$ cat src/rtl/ckemon_pkg.sv
package ckemon_pkg;

  localparam int NUM_ERR = 6;
  localparam int ERR_CKE   = 0;
  localparam int ERR_CMD   = 1;
  localparam int ERR_ENTRY = 2;
  localparam int ERR_XSNR  = 3;
  localparam int ERR_XSRD  = 4;
  localparam int ERR_OCD   = 5;

  typedef enum logic [3:0] {
    CMD_DESEL, CMD_NOP, CMD_REF, CMD_ACT, CMD_PRE,
    CMD_RD, CMD_WR, CMD_MRS, CMD_RSVD
  } cmd_e;

  // PS_IDLE doubles as the "normal operation" mode inside the control
  typedef enum logic [2:0] {
    PS_IDLE = 3'd0, PS_ACTIVE = 3'd1, PS_PPD = 3'd2,
    PS_APD = 3'd3, PS_SREF = 3'd4, PS_SRX = 3'd5
  } pwr_e;

  typedef struct packed {
    logic               exec;      // apply the command to bank/mode state
    logic               loadExit;  // start the exit-window count
    logic               incExit;   // advance the exit-window count
    logic [NUM_ERR-1:0] errSet;    // error bits raised this edge
  } strobe_t;

  function automatic cmd_e decodeCmd(input logic [3:0] pins);
    if (pins[3]) return CMD_DESEL;
    case (pins[2:0])
      3'b111:  return CMD_NOP;
      3'b001:  return CMD_REF;
      3'b011:  return CMD_ACT;
      3'b010:  return CMD_PRE;
      3'b101:  return CMD_RD;
      3'b100:  return CMD_WR;
      3'b000:  return CMD_MRS;
      default: return CMD_RSVD;
    endcase
  endfunction

endpackage

$ cat src/rtl/ckemon_dp.sv
module ckemon_dp
  import ckemon_pkg::*;
#(
  parameter int BA_W    = 2,
  parameter int TXSRD   = 200,
  parameter int OP_BUSY = 4,
  localparam int NUM_BANKS = 1 << BA_W,
  localparam int EXIT_W    = $clog2(TXSRD + 1),
  localparam int BUSY_W    = $clog2(OP_BUSY + 1)
) (
  input  logic               clk,
  input  logic               rst,
  input  logic               cke,
  input  logic [3:0]         cmdPins,
  input  logic [BA_W-1:0]    ba,
  input  logic               apBit,
  input  logic [2:0]         ocdField,
  input  strobe_t            stb,
  output cmd_e               cmd,
  output logic               ckePrev,
  output logic               anyOpen,
  output logic               busy,
  output logic               ocdOn,
  output logic [EXIT_W-1:0]  exitCnt,
  output logic [NUM_ERR-1:0] errFlags
);

  logic [NUM_BANKS-1:0] openMap;
  logic [BUSY_W-1:0]    busyCnt;
  logic                 busyCmd;

  assign cmd     = decodeCmd(cmdPins);
  assign anyOpen = |openMap;
  assign busy    = (busyCnt != '0);
  assign busyCmd = (cmd == CMD_RD) || (cmd == CMD_WR) || (cmd == CMD_MRS) ||
                   (cmd == CMD_PRE) || (cmd == CMD_REF);

  for (genvar b = 0; b < NUM_BANKS; b++) begin : g_bank
    always_ff @(posedge clk) begin
      if (rst) begin
        openMap[b] <= 1'b0;
      end else if (stb.exec) begin
        if (cmd == CMD_ACT && ba == BA_W'(b))
          openMap[b] <= 1'b1;
        else if (cmd == CMD_PRE && (apBit || ba == BA_W'(b)))
          openMap[b] <= 1'b0;
      end
    end
  end

  always_ff @(posedge clk) begin
    if (rst) begin
      ckePrev  <= 1'b1;
      busyCnt  <= '0;
      ocdOn    <= 1'b0;
      exitCnt  <= '0;
      errFlags <= '0;
    end else begin
      ckePrev  <= cke;
      errFlags <= errFlags | stb.errSet;
      if (stb.exec && busyCmd)
        busyCnt <= BUSY_W'(OP_BUSY);
      else if (busyCnt != '0)
        busyCnt <= busyCnt - 1'b1;
      if (stb.exec && cmd == CMD_MRS && ba == BA_W'(1))
        ocdOn <= |ocdField;
      if (stb.loadExit)
        exitCnt <= EXIT_W'(1);
      else if (stb.incExit)
        exitCnt <= exitCnt + 1'b1;
    end
  end

endmodule

$ cat src/rtl/ckemon_ctrl.sv
module ckemon_ctrl
  import ckemon_pkg::*;
#(
  parameter int TXSNR = 16,
  parameter int TXSRD = 200,
  localparam int EXIT_W = $clog2(TXSRD + 1)
) (
  input  logic              clk,
  input  logic              rst,
  input  logic              cke,
  input  logic              ckePrev,
  input  cmd_e              cmd,
  input  logic              anyOpen,
  input  logic              busy,
  input  logic              ocdOn,
  input  logic [EXIT_W-1:0] exitCnt,
  output strobe_t           stb,
  output pwr_e              pwrState
);

  pwr_e mode, modeNext;
  logic quiet;
  pwr_e pdTarget;

  assign quiet    = (cmd == CMD_NOP) || (cmd == CMD_DESEL);
  assign pdTarget = anyOpen ? PS_APD : PS_PPD;

  always_comb begin
    modeNext = mode;
    stb      = '0;
    case (mode)
      PS_IDLE: begin
        if (ckePrev && cke) begin
          stb.exec = 1'b1;
        end else if (ckePrev && !cke) begin
          if (ocdOn) stb.errSet[ERR_OCD] = 1'b1;
          if (cmd == CMD_REF) begin
            modeNext = PS_SREF;
            if (anyOpen || busy) stb.errSet[ERR_ENTRY] = 1'b1;
          end else begin
            modeNext = pdTarget;
            if (busy)   stb.errSet[ERR_ENTRY] = 1'b1;
            if (!quiet) stb.errSet[ERR_CMD]   = 1'b1;
          end
        end else begin
          stb.errSet[ERR_CKE] = 1'b1;
        end
      end
      PS_PPD, PS_APD, PS_SREF: begin
        if (ckePrev) begin
          stb.errSet[ERR_CKE] = 1'b1;
        end else if (cke) begin
          modeNext = (mode == PS_SREF) ? PS_SRX : PS_IDLE;
          stb.loadExit = (mode == PS_SREF);
          if (!quiet) stb.errSet[ERR_CMD] = 1'b1;
        end
      end
      PS_SRX: begin
        if (!cke) begin
          stb.errSet[ERR_CKE] = 1'b1;
          modeNext = pdTarget;
        end else begin
          stb.exec = 1'b1;
          if (!quiet && exitCnt <= EXIT_W'(TXSNR))
            stb.errSet[ERR_XSNR] = 1'b1;
          if (cmd == CMD_RD && exitCnt < EXIT_W'(TXSRD))
            stb.errSet[ERR_XSRD] = 1'b1;
          if (exitCnt >= EXIT_W'(TXSRD)) modeNext = PS_IDLE;
          else                           stb.incExit = 1'b1;
        end
      end
      default: modeNext = PS_IDLE;
    endcase
  end

  always_ff @(posedge clk) begin
    if (rst) mode <= PS_IDLE;
    else     mode <= modeNext;
  end

  assign pwrState = (mode == PS_IDLE) ? (anyOpen ? PS_ACTIVE : PS_IDLE) : mode;

endmodule

$ cat src/rtl/cke_power_monitor.sv
module cke_power_monitor
  import ckemon_pkg::*;
#(
  parameter int BA_W    = 2,
  parameter int TXSNR   = 16,
  parameter int TXSRD   = 200,
  parameter int OP_BUSY = 4
) (
  input  logic            clk,
  input  logic            rst,
  input  logic            cke,
  input  logic            csN,
  input  logic            rasN,
  input  logic            casN,
  input  logic            weN,
  input  logic [BA_W-1:0] ba,
  input  logic            apBit,
  input  logic [2:0]      ocdField,
  output logic [2:0]      pwrState,
  output logic [5:0]      errFlags
);

  localparam int EXIT_W = $clog2(TXSRD + 1);

  strobe_t           stb;
  cmd_e              cmd;
  logic              ckePrev, anyOpen, busy, ocdOn;
  logic [EXIT_W-1:0] exitCnt;
  pwr_e              ps;

  ckemon_dp #(.BA_W(BA_W), .TXSRD(TXSRD), .OP_BUSY(OP_BUSY)) i_dp (
    .clk, .rst, .cke, .cmdPins({csN, rasN, casN, weN}), .ba, .apBit,
    .ocdField, .stb, .cmd, .ckePrev, .anyOpen, .busy, .ocdOn, .exitCnt,
    .errFlags
  );

  ckemon_ctrl #(.TXSNR(TXSNR), .TXSRD(TXSRD)) i_ctrl (
    .clk, .rst, .cke, .ckePrev, .cmd, .anyOpen, .busy, .ocdOn, .exitCnt,
    .stb, .pwrState(ps)
  );

  assign pwrState = ps;

endmodule

$ cat config.mk
export PLATFORM = sky130hd
export DESIGN_NAME = cke_power_monitor
export DESIGN_NICKNAME = d
export VERILOG_FILES = /design/src/rtl/ckemon_pkg.sv /design/src/rtl/ckemon_dp.sv /design/src/rtl/ckemon_ctrl.sv /design/src/rtl/cke_power_monitor.sv
export SDC_FILE = /design/constraint.sdc
export NUM_CORES = 1
export LEC_CHECK = 0
export ABC_AREA = 1
export BUFFER_PORTS_ARGS = -buffer_cell sky130_fd_sc_hd__buf_2
export CORE_UTILIZATION = 50
export CTS_BUF_LIST = sky130_fd_sc_hd__clkbuf_8
export DETAILED_ROUTE_END_ITERATION = 10
export GPL_ROUTABILITY_DRIVEN = 0
export MAX_ROUTING_LAYER = met4
export PLACE_DENSITY = 0.79
export SETUP_SLACK_MARGIN = 0.5
export SLEW_MARGIN = 40
export SYNTH_ARGS = -nofsm -noshare
export SYNTH_HDL_FRONTEND = slang
export SYNTH_HIERARCHICAL = 1
export SYNTH_SLANG_ARGS = --single-unit
$ cat constraint.sdc
create_clock -name clk -period 2.17 [get_ports clk]
set_input_delay 0.434 -clock clk [delete_from_list [all_inputs] [get_ports clk]]
set_output_delay 0.434 -clock clk [all_outputs]
set_load 0.02 [all_outputs]
# Word level (Yosys, flattened, before mapping)
# Cells that the tools add are included.
[op_classes]
mux = 60
eq_ne = 25
addsub = 2
n_bitwise = 1
reduce_logical = 48
magnitude_cmp = 3
[ops]
columns = ["operator", "n"]
rows = [
  ["1-bit two-way mux", 38],
  ["3-bit two-way mux", 12],
  ["4-bit case mux with 7 select lines", 1],
  ["4-bit by 3-bit == test with 1-bit output, second input constant", 4],
  ["3-bit == test, second input constant", 5],
  ["1-bit logical AND", 15],
  ["3-bit by 2-bit == test with 1-bit output, second input constant", 4],
  ["2-bit nonzero test", 6],
  ["1-bit logical OR", 10],
  ["3-bit case mux with 3 select lines", 1],
  ["8-bit by 1-bit adder with 8-bit output, second input constant", 1],
  ["4-bit by 2-bit == test with 1-bit output, second input constant", 2],
  ["8-bit >= comparator, second input constant", 1],
  ["8-bit by 5-bit <= comparator with 1-bit output, second input constant", 1],
  ["8-bit less-than comparator, second input constant", 1],
  ["4-bit two-way mux", 2],
  ["2-bit AND reduction", 4],
  ["3-bit logical NOT", 2],
  ["2-bit two-way mux", 3],
  ["2-bit != test, second input constant", 3],
  ["6-bit bitwise OR", 1],
  ["3-bit OR reduction", 2],
  ["5-bit AND reduction", 1],
  ["2-bit == test, second input constant", 2],
  ["other kinds (14)", 17],
]
[totals]
regBits = 26
input_bits = 13
wordCells = 151
output_inout_bits = 9

# Logic depth before layout (Yosys ltp)
[depth]
depth_word = 11
mapped_depth = 12
ltp_nobuf = 12

# Cells and area by module
# The synthesis kept the hierarchy.
[by_module_without_submodules]
columns = ["mod", "cells_each", "instances", "area_per_inst_um2", "seq_area_each_um2"]
rows = [
  ["ckemon_dp", 159, 1, 1086.0, 460.4],
  ["ckemon_ctrl", 83, 1, 432.9, 60.1],
]

# Worst setup path after synthesis
# OpenSTA, ideal clock, no wires.
[synth_path]
path_type = "input to register"
startpoint = "input weN"
endpoint = "register i_dp.errFlags[1]"
stages = 11
setup_time_ns = 0.128
arrival_time_ns = 1.448
setup_slack_ns = 0.594
path_buffers = 1
cell_sequence = "clkbuf_2 -> o21ai_0 -> nor3b_1 -> inv_1 -> nand2_1 -> nor2_1 -> inv_1 -> nand3_1 -> nand2_1 -> nor2_1 -> nor2_1"
[synth_lines]
columns = ["item", "line", "source"]
rows = [
  ["from (decl)", "cke_power_monitor.sv:15", "input logic weN,"],
  ["to (signal assigned)", "ckemon_dp.sv:60", "errFlags <= errFlags | stb.errSet;"],
  ["to (decl)", "ckemon_dp.sv:25", "output logic [NUM_ERR-1:0] errFlags"],
]

# Worst setup path in the final report
[layout_path]
startpoint = "register i_dp.openMap[0]"
endpoint = "output pwrState[0]"
[layout_via]
elab_chain_cells = 3
[layout_rtl]
columns = ["item", "line", "source"]
rows = [
  ["from (decl)", "ckemon_dp.sv:28", "logic [NUM_BANKS-1:0] openMap;"],
  ["from (signal, indexed assignment)", "ckemon_dp.sv:41", "openMap[b] <= 1'b0;"],
  ["from (signal, indexed assignment)", "ckemon_dp.sv:44", "openMap[b] <= 1'b1;"],
  ["from (signal, indexed assignment)", "ckemon_dp.sv:46", "openMap[b] <= 1'b0;"],
  ["4-bit OR reduction", "ckemon_dp.sv:33", "assign anyOpen = |openMap;"],
  ["via anyOpen", "cke_power_monitor.sv:27", "logic ckePrev, anyOpen, busy, ocdOn;"],
  ["1-bit two-way mux", "ckemon_ctrl.sv:81", "assign pwrState = (mode == PS_IDLE) ? (anyOpen ? PS_ACTIVE : PS_IDLE) : mode;"],
  ["3-bit two-way mux", "ckemon_ctrl.sv:81", ""],
  ["to (decl)", "cke_power_monitor.sv:19", "output logic [2:0] pwrState,"],
]
# The timed path passes the listed nets, and every way through them passes these cells.

==> summary.txt <==
Clock Path Buffers = 2
Chip height = 57.12 um
Initial antenna violation count = 0
Hold-fix buffers, CTS = 0
Footprint of the multi-input gates = 873.3 um2
Die width = 57.12 um
Largest net degree at the start of global routing = 18
DR vias = 1510
Drt wl/cell = 11.10 um
CTS Buf Count = 3
First-pass iteration count of the detailed router = 7
Status = complete, but fails checks
Mapped Cells = 242
First-pass GRT wire length = 5.761 mm
WP buf/inv = 1
Slew @ Worst Pin = 0.3669 ns
Power density over the cells = 789.9 nW/um2
Max-capacitance violation count = 0
FMAX = 532.2 MHz
Clock Sinks = 26
Layout cells sized above 1 = 20.60%
Final hold vios = 0
Row cnt = 19
ANT nets after route = 0
Flip-flop and latch area = 525.5 um2
CTS Root Buffer Type = clkbuf_8
H-tree levels = 1
Mean post-synth cell area = 6.277 um2
CP arrival = 1.45 ns
Hold Crit Class = in2reg
Gr usage total = 22.99%
Delay-heaviest family, CP = simple AND/OR/NAND/NOR gates
Failing checks = DRC
Setup-failing EPs final = 0
Crit path largest cell delay = 0.56 ns
#FFs+latches synth = 26
Vias per cell = 5.067
DR iter-0 viols = 54
Core Util, Final = 64.18%
TritonCTS clock tree = yes
Sequential element share of the synthesized area = 34.27%
Reg clk slew, reported paths = 0.09 ns
Max FO, Critical Path = 2
WP data required = 1.74 ns
Clk_lat worst skew = 0.27 ns
Diode count = 0
Initial core utilization = 54.15%
Cell taking the most area after synthesis = dfxtp_1
Synth unique cells = 26
Syn. warnings = 6
GR Overflow Total = 0
Final routed DRC violation total = 2
Full die area = 3262 um2
P&R area growth vs syn = 18.53%
Worst Skew = 0.002341 ns
Startpoint Class = flop
Ordered cell list for the critical path = or4_4 > nand3_4 > nand2_2 > buf_6
Vias in the first global route = 1384
NumNets Final = 285
VDD IR-drop max = 447.2 uV
Syn Std Cell Area = 1519 um2
RSZ-0062 raised after global routing = true
Filler cell count in the final layout = 275
Hold_ws = 0.3838 ns
Ports = 22
Post-synth top area share = 34.27%
Drt total wl = 3.308 mm
Area of the core = 2805 um2
Buffers added on ports = 21
Slew HR = 75.45%
Slowest library cell on the worst path = or4_4
TNS Setup = 0 ns
Detail Placement HPWL = 2.398 mm
Leak = 0.8549 nW
Critical Path End Type = output port
Min cycle time layout = 1.879 ns
Crit share post-route = 86.59%
Setup CP Type = reg2out
Slew Viols, Final = 0
Synth top area cells = dfxtp_1 (34%), nand2_1 (13%), nor2_1 (12%)
Syn nets = 259
==> through the flow <==
step / area [um2] / setup WS, ns / cells / total power, mW
finish: 1800 / 0.2909 / 298 / 1.422
global route: 1800 / 0.2456 / 298 / 1.528
CTS: 1760 / 0.2917 / 297 / 1.418
detailed placement: 1654 / 0.3634 / 291 / 1.005
global placement: 1654 / 0.3863 / 291 / 1.000
floorplan: 1519 / 0.5941 / 242 / 0.9076
==> flip-flops by register name, indices dropped and copies added (netlist names) <==
name           count
i_dp/exitCnt       8
i_dp/busyCnt       3
i_dp/ckePrev       1
i_dp/errFlags      6
i_ctrl/mode        3
i_dp/ocdOn         1
i_dp/openMap       4
==> routing by layer <==
layer / vias to the layer above / share of wire, % / GRT usage, % / wire [um]
li1: 797 / - / - / -
met1: 674 / 45 / 28.13 / 1493
met2: 35 / 50 / 37.82 / 1643
met3: 4 / 4.2 / 5.669 / 140
met4: 0 / 0.94 / 6.272 / 31
met5: - / 0 / - / 0
==> final timing paths <==
| check | slack [ns] | to | start | depth (start not counted) |
|---|---|---|---|---|
| hold / removal | 0.38 | i_dp/ckePrev$_SDFF_PP1_ | cke | 2 |
| setup / recovery | 0.29 | pwrState[0] | i_dp/openMap[0]$_SDFFE_PP0P_ | 4 |
| setup reg to reg | 0.46 | i_dp/exitCnt[6]$_SDFFE_PP0P_ | i_ctrl/mode[1]$_SDFFE_PP0P_ | 12 |
| hold reg to reg | 0.47 | i_dp/errFlags[2]$_SDFF_PP0_ | i_dp/errFlags[2]$_SDFF_PP0_ | 2 |
==> power breakdown <==
part / internal, mW / switching [mW]
combinational: 0.173 / 0.292
clock: 0.247 / 0.150
sequential: 0.527 / 0.0337
total: 0.946 / 0.476
==> what timing repair did <==
action	in CTS	in global routing
gates resized for setup	6	10
gates cloned	0	0
setup buffers	2	1
endpoints found under the setup margin	3	12
pin swaps	2	2
==> synth_stat cells (all sizes together) <==
cell / count
nand3b: 1
inv: 39
nand2: 58
nor2: 54
o22ai: 1
o21ai: 8
ha: 4
nor3: 7
or4: 1
nand3: 16
xor2: 2
clkbuf: 4
a21oi: 15
dfxtp: 26
or2: 1
nor3b: 1
o211ai: 1
nand4: 3
==> cell families (layout without fill, tap and decap cells) <==
group,after synthesis,count (layout),share of synthesized area [%]
flops,26,26,34.27
fa+ha+maj,4,4,3.295
simple gates,142,142,41.85
xor+xnor,2,2,1.153
buf+inv,43,68,10.71
compound gates,25,25,8.732
==> layout make-up <==
type                            instances  area share [%]
Multi-Input combinational cell        173           48.51
Tap cell                               31           2.154
Sequential cell                        26           29.19
Inverter                               39           8.339
Clock buffer                            3           2.293
Timing Repair Buffer                   25           7.853
Clock inverter                          1           1.668
==> cells in the final DEF (no fill, tap or decap) <==
| cell | Yosys | layout |
|---|---|---|
| dfxtp_2 | 0 | 4 |
| nand2_4 | 2 | 2 |
| or2_2 | 1 | 1 |
| inv_2 | 2 | 2 |
| o21ai_1 | 0 | 1 |
| nand3_4 | 1 | 2 |
| nor3_1 | 7 | 7 |
| nand3_2 | 1 | 1 |
| a21oi_2 | 1 | 1 |
| clkinvlp_4 | 0 | 1 |
| buf_6 | 0 | 1 |
| buf_4 | 0 | 4 |
| nand3_1 | 14 | 13 |
| clkbuf_8 | 0 | 3 |
| nand2_2 | 2 | 3 |
| nor3b_1 | 1 | 1 |
| o211ai_1 | 1 | 1 |
| nor2_4 | 0 | 2 |
| o22ai_2 | 0 | 1 |
| inv_1 | 37 | 36 |
| nand4_1 | 3 | 3 |
| buf_2 | 0 | 20 |
| nor2_1 | 48 | 47 |
| o21ai_0 | 8 | 7 |
| nand3b_1 | 1 | 1 |
| ha_1 | 4 | 4 |
| or4_4 | 0 | 1 |
| xor2_1 | 2 | 2 |
| bufinv_16 | 0 | 1 |
| nor2_2 | 6 | 5 |
| dfxtp_1 | 26 | 22 |
| a21oi_1 | 14 | 14 |
| nand2_1 | 54 | 53 |
No activity file was read; power rests on OpenSTA's default activity.
